===== config.mk =====
export PLATFORM = sky130hd
export DESIGN_NAME = ipi_mailbox_ctrl
export DESIGN_NICKNAME = d
export VERILOG_FILES = /design/src/rtl/ipi_mbox_pkg.sv /design/src/rtl/ipi_core_regs.sv /design/src/rtl/ipi_cmd_decode.sv /design/src/rtl/ipi_cmd_path.sv /design/src/rtl/ipi_mailbox_ctrl.sv
export SDC_FILE = /design/constraint.sdc
export NUM_CORES = 2
export LEC_CHECK = 0
export ABC_CLOCK_PERIOD_IN_PS = 9000
export CAP_MARGIN = 5
export CORE_ASPECT_RATIO = 0.6
export CORE_MARGIN = 10
export CORE_UTILIZATION = 34
export DETAILED_ROUTE_END_ITERATION = 8
export DONT_BUFFER_PORTS = 1
export GPL_ROUTABILITY_DRIVEN = 0
export GPL_TIMING_DRIVEN = 1
export PLACE_DENSITY = 0.6
export SLEW_MARGIN = 20
export SYNTH_ARGS = -nofsm -noshare
export SYNTH_HDL_FRONTEND = slang
export SYNTH_SLANG_ARGS = --single-unit

===== constraint.sdc =====
create_clock -name clk -period 9 [get_ports clk]
set_input_delay 0.45 -clock clk [delete_from_list [all_inputs] [get_ports clk]]
set_output_delay 0.45 -clock clk [all_outputs]
set_load 0.01 [all_outputs]

===== src/rtl/ipi_mbox_pkg.sv =====
package ipi_mbox_pkg;

    localparam int DW   = 32;
    localparam int CW   = 64;
    localparam int IDW  = 10;
    localparam int AW   = 12;
    localparam int NBUF = 8;

    localparam logic [7:0]  OFF_STATUS = 8'h00;
    localparam logic [7:0]  OFF_ENABLE = 8'h04;
    localparam logic [7:0]  OFF_SET    = 8'h08;
    localparam logic [7:0]  OFF_CLEAR  = 8'h0C;
    localparam logic [7:0]  OFF_BUF0   = 8'h20;
    localparam logic [7:0]  OFF_RAISE  = 8'h40;
    localparam logic [AW-1:0] WOFF_MAIL = 12'h048;
    localparam logic [AW-1:0] WOFF_ANY  = 12'h158;

    typedef enum logic [1:0] {
        RSP_OK     = 2'd0,
        RSP_DECERR = 2'd3
    } rsp_e;

    typedef enum logic [1:0] {
        OP_NOP,
        OP_READ,
        OP_WRITE,
        OP_ERR
    } op_e;

    typedef struct packed {
        op_e              kind;
        logic [IDW-1:0]   core;
        logic [7:0]       off;
        logic [DW-1:0]    data;
        logic [3:0]       keep;
    } op_t;

    function automatic logic is_buf_off(input logic [7:0] off);
        return (off[7:5] == 3'b001) && (off[1:0] == 2'b00);
    endfunction

    function automatic logic [DW-1:0] keep_mask(input logic [3:0] k);
        logic [DW-1:0] m;
        for (int i = 0; i < 4; i++) begin
            m[8*i +: 8] = {8{k[i]}};
        end
        return m;
    endfunction

    function automatic logic [DW-1:0] merge_word(input logic [DW-1:0] old_w,
                                                 input logic [DW-1:0] new_w,
                                                 input logic [3:0]    k);
        logic [DW-1:0] m;
        m = keep_mask(k);
        return (old_w & m) | (new_w & ~m);
    endfunction

endpackage


===== src/rtl/ipi_core_regs.sv =====
module ipi_core_regs
    import ipi_mbox_pkg::*;
(
    input  logic          clk,
    input  logic          rst,
    input  logic          wr_en,
    input  logic [7:0]    wr_off,
    input  logic [DW-1:0] wr_data,
    input  logic [7:0]    rd_off,
    output logic [DW-1:0] rd_data,
    output logic          irq
);
    localparam int BIW = $clog2(NBUF);

    logic [DW-1:0] status_q;
    logic [DW-1:0] enable_q;
    logic [DW-1:0] mbox_q [NBUF];

    always_ff @(posedge clk) begin
        if (rst) begin
            status_q <= '0;
            enable_q <= '0;
            for (int i = 0; i < NBUF; i++) begin
                mbox_q[i] <= '0;
            end
        end else if (wr_en) begin
            case (wr_off)
                OFF_ENABLE: enable_q <= wr_data;
                OFF_SET:    status_q <= status_q | wr_data;
                OFF_CLEAR:  status_q <= status_q & ~wr_data;
                default: begin
                    if (is_buf_off(wr_off)) begin
                        mbox_q[wr_off[BIW+1:2]] <= wr_data;
                    end
                end
            endcase
        end
    end

    always_comb begin
        case (rd_off)
            OFF_STATUS: rd_data = status_q;
            OFF_ENABLE: rd_data = enable_q;
            default:    rd_data = is_buf_off(rd_off) ? mbox_q[rd_off[BIW+1:2]] : '0;
        endcase
    end

    assign irq = |(status_q & enable_q);

endmodule


===== src/rtl/ipi_cmd_decode.sv =====
module ipi_cmd_decode
    import ipi_mbox_pkg::*;
#(
    parameter int                 NCORES  = 4,
    parameter logic [NCORES-1:0]  PRESENT = '1
) (
    input  logic           req_write,
    input  logic           req_wide,
    input  logic [AW-1:0]  req_addr,
    input  logic [CW-1:0]  req_wdata,
    input  logic [IDW-1:0] req_rid,
    output op_t            op
);
    function automatic logic core_exists(input logic [IDW-1:0] id);
        logic r;
        r = 1'b0;
        for (int i = 0; i < NCORES; i++) begin
            if (id == IDW'(i) && PRESENT[i]) r = 1'b1;
        end
        return r;
    endfunction

    logic [IDW-1:0] tgt;
    logic [7:0]     local_off;
    logic           raise_cmd;
    logic           fwd_cmd;

    assign tgt       = req_wdata[25:16];
    assign local_off = req_addr[7:0];
    assign raise_cmd = !req_wide && req_write && (local_off == OFF_RAISE);
    assign fwd_cmd   = req_wide && req_write &&
                       ((req_addr == WOFF_MAIL) || (req_addr == WOFF_ANY));

    always_comb begin
        op      = '0;
        op.kind = OP_NOP;
        if (!req_wide) begin
            if (!core_exists(req_rid)) begin
                op.kind = OP_ERR;
            end else if (!req_write) begin
                op.kind = OP_READ;
                op.core = req_rid;
                op.off  = local_off;
            end else if (raise_cmd) begin
                if (core_exists(tgt)) begin
                    op.kind = OP_WRITE;
                    op.core = tgt;
                    op.off  = OFF_SET;
                    op.data = DW'(1) << req_wdata[4:0];
                end else begin
                    op.kind = OP_ERR;
                end
            end else if (local_off == OFF_ENABLE || local_off == OFF_SET ||
                         local_off == OFF_CLEAR  || is_buf_off(local_off)) begin
                op.kind = OP_WRITE;
                op.core = req_rid;
                op.off  = local_off;
                op.data = req_wdata[DW-1:0];
            end
        end else if (fwd_cmd) begin
            if (core_exists(tgt)) begin
                op.kind = OP_WRITE;
                op.core = tgt;
                op.off  = (req_addr == WOFF_MAIL) ?
                          (OFF_BUF0 | {3'b000, req_wdata[4:2], 2'b00}) :
                          req_wdata[7:0];
                op.data = req_wdata[63:32];
                op.keep = req_wdata[30:27];
            end else begin
                op.kind = OP_ERR;
            end
        end
    end

endmodule


===== src/rtl/ipi_cmd_path.sv =====
module ipi_cmd_path
    import ipi_mbox_pkg::*;
(
    input  logic           clk,
    input  logic           rst,
    input  logic           req_valid,
    input  op_t            op,
    output logic           req_ready,
    output logic           wr_en,
    output logic [IDW-1:0] wr_core,
    output logic [7:0]     wr_off,
    output logic [DW-1:0]  wr_data,
    output logic [IDW-1:0] rd_core,
    output logic [7:0]     rd_off,
    input  logic [DW-1:0]  rd_data,
    output logic           rsp_valid,
    output rsp_e           rsp_code,
    output logic [DW-1:0]  rsp_rdata
);
    logic busy_q;
    op_t  pend_q;
    logic accept;
    logic masked;

    assign req_ready = !busy_q;
    assign accept    = req_valid && !busy_q;
    assign masked    = (op.kind == OP_WRITE) && (op.keep != 4'b0000);

    always_comb begin
        rd_core = busy_q ? pend_q.core : op.core;
        rd_off  = busy_q ? pend_q.off  : op.off;
        wr_en   = 1'b0;
        wr_core = op.core;
        wr_off  = op.off;
        wr_data = op.data;
        if (busy_q) begin
            wr_en   = 1'b1;
            wr_core = pend_q.core;
            wr_off  = pend_q.off;
            wr_data = merge_word(rd_data, pend_q.data, pend_q.keep);
        end else if (accept && op.kind == OP_WRITE && !masked) begin
            wr_en = 1'b1;
        end
    end

    always_ff @(posedge clk) begin
        if (rst) begin
            busy_q    <= 1'b0;
            pend_q    <= '0;
            rsp_valid <= 1'b0;
            rsp_code  <= RSP_OK;
            rsp_rdata <= '0;
        end else begin
            rsp_valid <= 1'b0;
            rsp_code  <= RSP_OK;
            rsp_rdata <= '0;
            if (busy_q) begin
                busy_q    <= 1'b0;
                rsp_valid <= 1'b1;
            end else if (accept) begin
                if (masked) begin
                    busy_q <= 1'b1;
                    pend_q <= op;
                end else begin
                    rsp_valid <= 1'b1;
                    rsp_code  <= (op.kind == OP_ERR) ? RSP_DECERR : RSP_OK;
                    rsp_rdata <= (op.kind == OP_READ) ? rd_data : '0;
                end
            end
        end
    end

endmodule


===== src/rtl/ipi_mailbox_ctrl.sv =====
module ipi_mailbox_ctrl
    import ipi_mbox_pkg::*;
#(
    parameter int                NCORES  = 4,
    parameter logic [NCORES-1:0] PRESENT = 4'b1011
) (
    input  logic              clk,
    input  logic              rst,
    input  logic              req_valid,
    output logic              req_ready,
    input  logic              req_write,
    input  logic              req_wide,
    input  logic [11:0]       req_addr,
    input  logic [63:0]       req_wdata,
    input  logic [9:0]        req_rid,
    output logic              rsp_valid,
    output logic [1:0]        rsp_code,
    output logic [31:0]       rsp_rdata,
    output logic [NCORES-1:0] irq
);
    op_t            op;
    logic           wr_en;
    logic [IDW-1:0] wr_core;
    logic [7:0]     wr_off;
    logic [DW-1:0]  wr_data;
    logic [IDW-1:0] rd_core;
    logic [7:0]     rd_off;
    logic [DW-1:0]  rd_sel;
    logic [DW-1:0]  rd_core_data [NCORES];
    rsp_e           code_e;

    ipi_cmd_decode #(.NCORES(NCORES), .PRESENT(PRESENT)) u_dec (
        .req_write (req_write),
        .req_wide  (req_wide),
        .req_addr  (req_addr),
        .req_wdata (req_wdata),
        .req_rid   (req_rid),
        .op        (op)
    );

    ipi_cmd_path u_path (
        .clk       (clk),
        .rst       (rst),
        .req_valid (req_valid),
        .op        (op),
        .req_ready (req_ready),
        .wr_en     (wr_en),
        .wr_core   (wr_core),
        .wr_off    (wr_off),
        .wr_data   (wr_data),
        .rd_core   (rd_core),
        .rd_off    (rd_off),
        .rd_data   (rd_sel),
        .rsp_valid (rsp_valid),
        .rsp_code  (code_e),
        .rsp_rdata (rsp_rdata)
    );

    assign rsp_code = code_e;

    for (genvar g = 0; g < NCORES; g++) begin : g_core
        if (PRESENT[g]) begin : g_on
            ipi_core_regs u_regs (
                .clk     (clk),
                .rst     (rst),
                .wr_en   (wr_en && (wr_core == IDW'(g))),
                .wr_off  (wr_off),
                .wr_data (wr_data),
                .rd_off  (rd_off),
                .rd_data (rd_core_data[g]),
                .irq     (irq[g])
            );
        end else begin : g_off
            assign rd_core_data[g] = '0;
            assign irq[g]          = 1'b0;
        end
    end

    always_comb begin
        rd_sel = '0;
        for (int i = 0; i < NCORES; i++) begin
            if (rd_core == IDW'(i)) rd_sel = rd_core_data[i];
        end
    end

endmodule


## After elaboration in Yosys (flattened, before gate mapping)

Memory sizes are Yosys's and may differ from the RTL's.
Index checks and enable logic that the tools add are counted.
Widths: inputs -> output; s select.

- Output and inout port bits: 40
- Flip-flop bits (word level): 282
- Memories: 3
- Logic and storage cells: 173
- Memory bits (writable): 768

Memories:

| name | words | width | read ports | clocked after Yosys merged registers in | write ports | line | source |
|---|---|---|---|---|---|---|---|
| g_core[0].g_on.u_regs.mbox_q | 8 | 32 | 1 | 0 | 8 | ipi_core_regs.sv:17 | `logic [DW-1:0] mbox_q [NBUF];` |
| g_core[1].g_on.u_regs.mbox_q | 8 | 32 | 1 | 0 | 8 | ipi_core_regs.sv:17 |  |
| g_core[3].g_on.u_regs.mbox_q | 8 | 32 | 1 | 0 | 8 | ipi_core_regs.sv:17 |  |

- Muxes and demuxes: 72
- Reductions and logical operators: 45
- Bitwise operators: 17
- Equal/unequal tests: 21
- Shifts and indexed selects: 1

Operator list:

| cell | number |
|---|---|
| $mux 32 | 12 |
| $pmux 32 s2 | 6 |
| $and 32x32->32 | 8 |
| $reduce_or 32->1 | 6 |
| $mux 52 | 3 |
| $or 32x32->32 | 4 |
| $mux 50 | 2 |
| $not 32->32 | 2 |
| $mux 56 | 1 |
| $mux 54 | 1 |
| $eq 10x2->1 const B | 4 |
| $mux 1 | 37 |
| $eq 8x4->1 const B | 4 |
| $shl 1x5->32 const A | 1 |
| $eq 10x1->1 const B | 3 |
| $logic_not 10->1 | 3 |
| $mux 20 | 1 |
| $eq 8x3->1 const B | 2 |
| $mux 8 | 2 |
| $logic_and 1x1->1 | 13 |
| $eq 12x7->1 const B | 1 |
| $eq 12x9->1 const B | 1 |
| $reduce_and 2->1 | 6 |
| $mux 10 | 1 |
| other kinds (18) | 32 |

## Longest topological paths before layout

- Depth in word-level cells: 28
- Mapped depth: 19
- Mapped depth without buffers: 11

## Hierarchy

Synthesis repeated with hierarchy kept, for this count alone.

- Cell total of the unflattened synthesis: 4370
- Area, all modules: 53057.1 um^2

Modules (own cells, without submodules):

| module | area each (um^2) | times used | seq. area each (um^2) | cells each |
|---|---|---|---|---|
| ipi_core_regs | 15379.8 | 3 | 8968.6 | 1208 |
| ipi_cmd_path | 4465.5 | 1 | 1781.7 | 462 |
| ipi_cmd_decode | 1287.5 | 1 | 0.0 | 161 |
| ipi_mailbox_ctrl | 1164.9 | 1 | 0.0 | 123 |

## Worst setup path after synthesis

OpenSTA, ideal clock, no wires.

- Kind: input port to flip-flop
- Start: in req_addr[9]
- End: mem g_core[3].g_on.u_regs.mbox_q[7][0] (enable)
- Stages on the path: 11
- Buffers on the path: 3
- Arrival: 3.726 ns
- Path slack: 4.884 ns
- Data required time: 8.611 ns
- Cells stage by stage: nor4b_4 -> nand4_1 -> or2_1 -> o31ai_4 -> nand3_4 -> buf_2 -> buf_6 -> nor3_2 -> nand3_1 -> clkbuf_1 -> nand2_1

RTL lines:

| element | line | source |
|---|---|---|
| start: declaration | ipi_mailbox_ctrl.sv:13 | `input logic [11:0] req_addr,` |
| end: declaration | ipi_core_regs.sv:17 |  |

==> impl_metrics.env <==
export IMPL_fin_util_pct=37.60
export IMPL_clkSlewWorstSetupHoldPaths_ns=0.07
export IMPL_min_path_type="input pin to flip-flop"
export IMPL_clkLatencyLatePin_ns=0.74
export IMPL_cts_tree="built"
export IMPL_vias_per_cell=6.216
export IMPL_hold_viol=0
export IMPL_post_route_period_util_pct=70.50
export IMPL_critPathMaxFanout=61
export IMPL_antenna_found_initial=7
export IMPL_synth_commonest_cells="1140 x nor2_1, 768 x edfxtp_1, 453 x nand2_1"
export IMPL_synth_top_cell_area_share_pct=46.83
export IMPL_syn_mean_instance_area_um2=10.66
export IMPL_syn_nets=4710
export IMPL_synth_cell_type_count=101
export IMPL_skew_ns=0.03523
export IMPL_end_kind="flip-flop"
export IMPL_num_vias=40190
export IMPL_status="complete, no violations"
export IMPL_ys_seq_elements=1049
export IMPL_yosysMostFrequentCell="nor2_1"
export IMPL_yosysWarningCount=0
export IMPL_drt_pass1_iterations=6
export IMPL_totalWireLength_mm=200.1
export IMPL_layout_area_overhead_vs_synth_pct=10.10
export IMPL_synth_edf_count=768
export IMPL_port_buffer_count=0
export IMPL_p_seq_share_pct=54.5
export IMPL_maxSlewHeadroom_pct=7.899
export IMPL_clock_fmax_ghz=0.1576
export IMPL_initial_core_util_pct=34.15
export IMPL_post_cts_setup_buffer_count=0
export IMPL_p_switching_mw=2.156
export IMPL_vdd_drop_max_mv=0.1233
export IMPL_stdcell_area_um2=54210
export IMPL_fp_row_count=108
export IMPL_p_int_mw=7.612
export IMPL_drcViolationCount=0
export IMPL_die_h_um=314.8
export IMPL_place_area_um2=50690
export IMPL_track_usage_pct=23.51
export IMPL_syn_area_um2=49240
export IMPL_cts_buffers=91
export IMPL_startpoint_type="flip-flop"
export IMPL_critical_path_arrival_ns=6.96
export IMPL_ios=131
export IMPL_synth_async_reset_ratio_pct=0
export IMPL_die_w_um=511.3
export IMPL_crit_type="flip-flop to flip-flop"
export IMPL_maxCapViolations=0
export IMPL_ctsHtreeMaxLevel=3
export IMPL_seq_area_frac_synth_pct=58.26
export IMPL_overflow=0
export IMPL_cts_sinks=1049
export IMPL_required_ns=9.61
export IMPL_tns_ns=0
export IMPL_clockBufferDepth=3
export IMPL_ctsRootBufferMaster="clkbuf_16"
export IMPL_antenna_left=0
export IMPL_p_comb_share_pct=2.3
export IMPL_drv_slew=0
export IMPL_grt_setup_unrepaired="false"
export IMPL_p_leak_nw=16.93
export IMPL_fin_nets=4556
export IMPL_layout_drive_gt1_share_pct=12.03
export IMPL_yosys_area_top_type="edfxtp_1"
export IMPL_hold_depth=2
export IMPL_grt_max_degree=168
export IMPL_synth_top_cells_by_area="edfxtp_1 47%, dfxtp_1 11%, nor2_1 8.7%"
export IMPL_grt_pass1_wl_mm=278.2
export IMPL_tightestPinTransition_ns=1.382
export IMPL_p_clk_share_pct=43.2
export IMPL_first_global_vias=35580
export IMPL_reg2regPathDepth=13
export IMPL_synth_cells=4619
export IMPL_coreArea_um2=144200
export IMPL_first_iter_violations=7979
export IMPL_wl_per_cell_um=30.96
export IMPL_dp_hpwl_mm=129.0
export IMPL_synthFlopType="edfxtp_1"
export IMPL_powerDensity_nw_per_um2=180.2
export IMPL_finalSetupViolations=0
export IMPL_p_sw_share_pct=22.07
export IMPL_dieArea_um2=161000
export IMPL_fillers=13980
export IMPL_min_period_ns=6.345
-- worst max-delay path, stage by stage, from the launching register on --
cell	delay (ns)
dfxtp_2	0.60
buf_4	0.67
o21a_4	0.72
buf_4	0.61
nor4_4	0.05
buf_4	0.28
and2_1	0.18
buf_4	0.30
a221oi_2	0.82
a211oi_2	0.24
o31ai_4	0.91
buf_4	0.44
nor2_1	0.09
o221a_1	0.25
-- flip-flops by register name, summed over array words and instances (netlist names), named ones only --
register,cells
g_core.g_on.u_regs.enable_q,96
u_path.rsp_code,1
u_path.pend_q,54
u_path.busy_q,1
g_core.g_on.u_regs.mbox_q,768
u_path.rsp_rdata,32
u_path.rsp_valid,1
-- cell usage in the layout (no fill, tap or decap), types with 60 or more instances in the layout --
master,n
nor2_1,1134
edfxtp_1,768
nand2_1,445
dfxtp_1,280
mux2i_1,167
a211oi_1,163
nand3_1,155
buf_4,145
a21oi_1,141
a22oi_1,133
clkbuf_16,99
nor3_1,60
-- worst paths after layout --
path / startpoint / endpoint / slack [ns]
worst min register to register: u_path.pend_q[40]$_SDFFE_PP0P_ / u_path.pend_q[40]$_SDFFE_PP0P_ / 0.45
worst min-delay path: req_valid / u_path.busy_q$_SDFF_PP0_ / 0.07
worst max register to register: u_path.busy_q$_SDFF_PP0_ / flip-flop / 2.65
worst max-delay path: u_path.busy_q$_SDFF_PP0_ / flip-flop / 2.65
-- power groups by stage --
stage	Sequential, mW	Clock, mW	Combinational (mW)
floorplan	5.42	0	0.125
global placement	5.42	0	0.191
detailed placement	5.43	0	0.193
CTS	5.32	4.22	0.222
global route	5.33	4.41	0.235
finish	5.32	4.22	0.227
-- per-layer routing --
layer / track usage, % / wire, um / up-vias
met5: 1.221 / 628 / -
met4: 6.562 / 6624 / 12
met3: 12.52 / 37280 / 425
met2: 29.27 / 73850 / 3324
met1: 34.17 / 81740 / 19790
li1: - / - / 16640
-- repair_timing --
action                    in CTS  in global routing
gates resized for setup        0                  0
hold endpoints to repair     167                  0
hold buffers                  34                  0
-- cell families (layout without fill, tap and decap cells) --
family	count (synthesis)	count (layout)	synth area share [%]
XOR/XNOR	1	1	0.03304
AND/OR/NAND/NOR	1981	1981	17.17
multiplexers	172	172	3.509
buffers and inverters	443	362	4.899
flip-flops	1049	1049	58.26
other	1	3	0.007615
AO/OA/AOI/OAI	972	972	16.12
-- layout make-up --
class / count / area (um2) / share of cell area, %
antenna: 2 / 5.005 / 0.009231
clock buffer: 131 / 2771 / 5.112
clock inverter: 35 / 354.1 / 0.6531
inverter: 11 / 42.54 / 0.07847
multi-input combinational: 3127 / 18380 / 33.90
sequential: 1049 / 28690 / 52.92
tap: 1925 / 2409 / 4.443
timing repair buffer: 185 / 1567 / 2.889
-- through the flow --
step / hold slack, ns / worst slack (ns) / instances / power [mW]
4_1_cts: 0.01877 / 2.909 / 6462 / 9.756
2_1_floorplan: 0.4268 / 4.884 / 4619 / 5.543
6_report: 0.06904 / 2.655 / 6465 / 9.768
5_1_grt: 0.06368 / 2.546 / 6463 / 9.971
3_3_place_gp: 0.4298 / 2.038 / 6261 / 5.614
3_5_place_dp: 0.4414 / 2.590 / 6262 / 5.619
No activity file was read; power rests on OpenSTA's default activity.
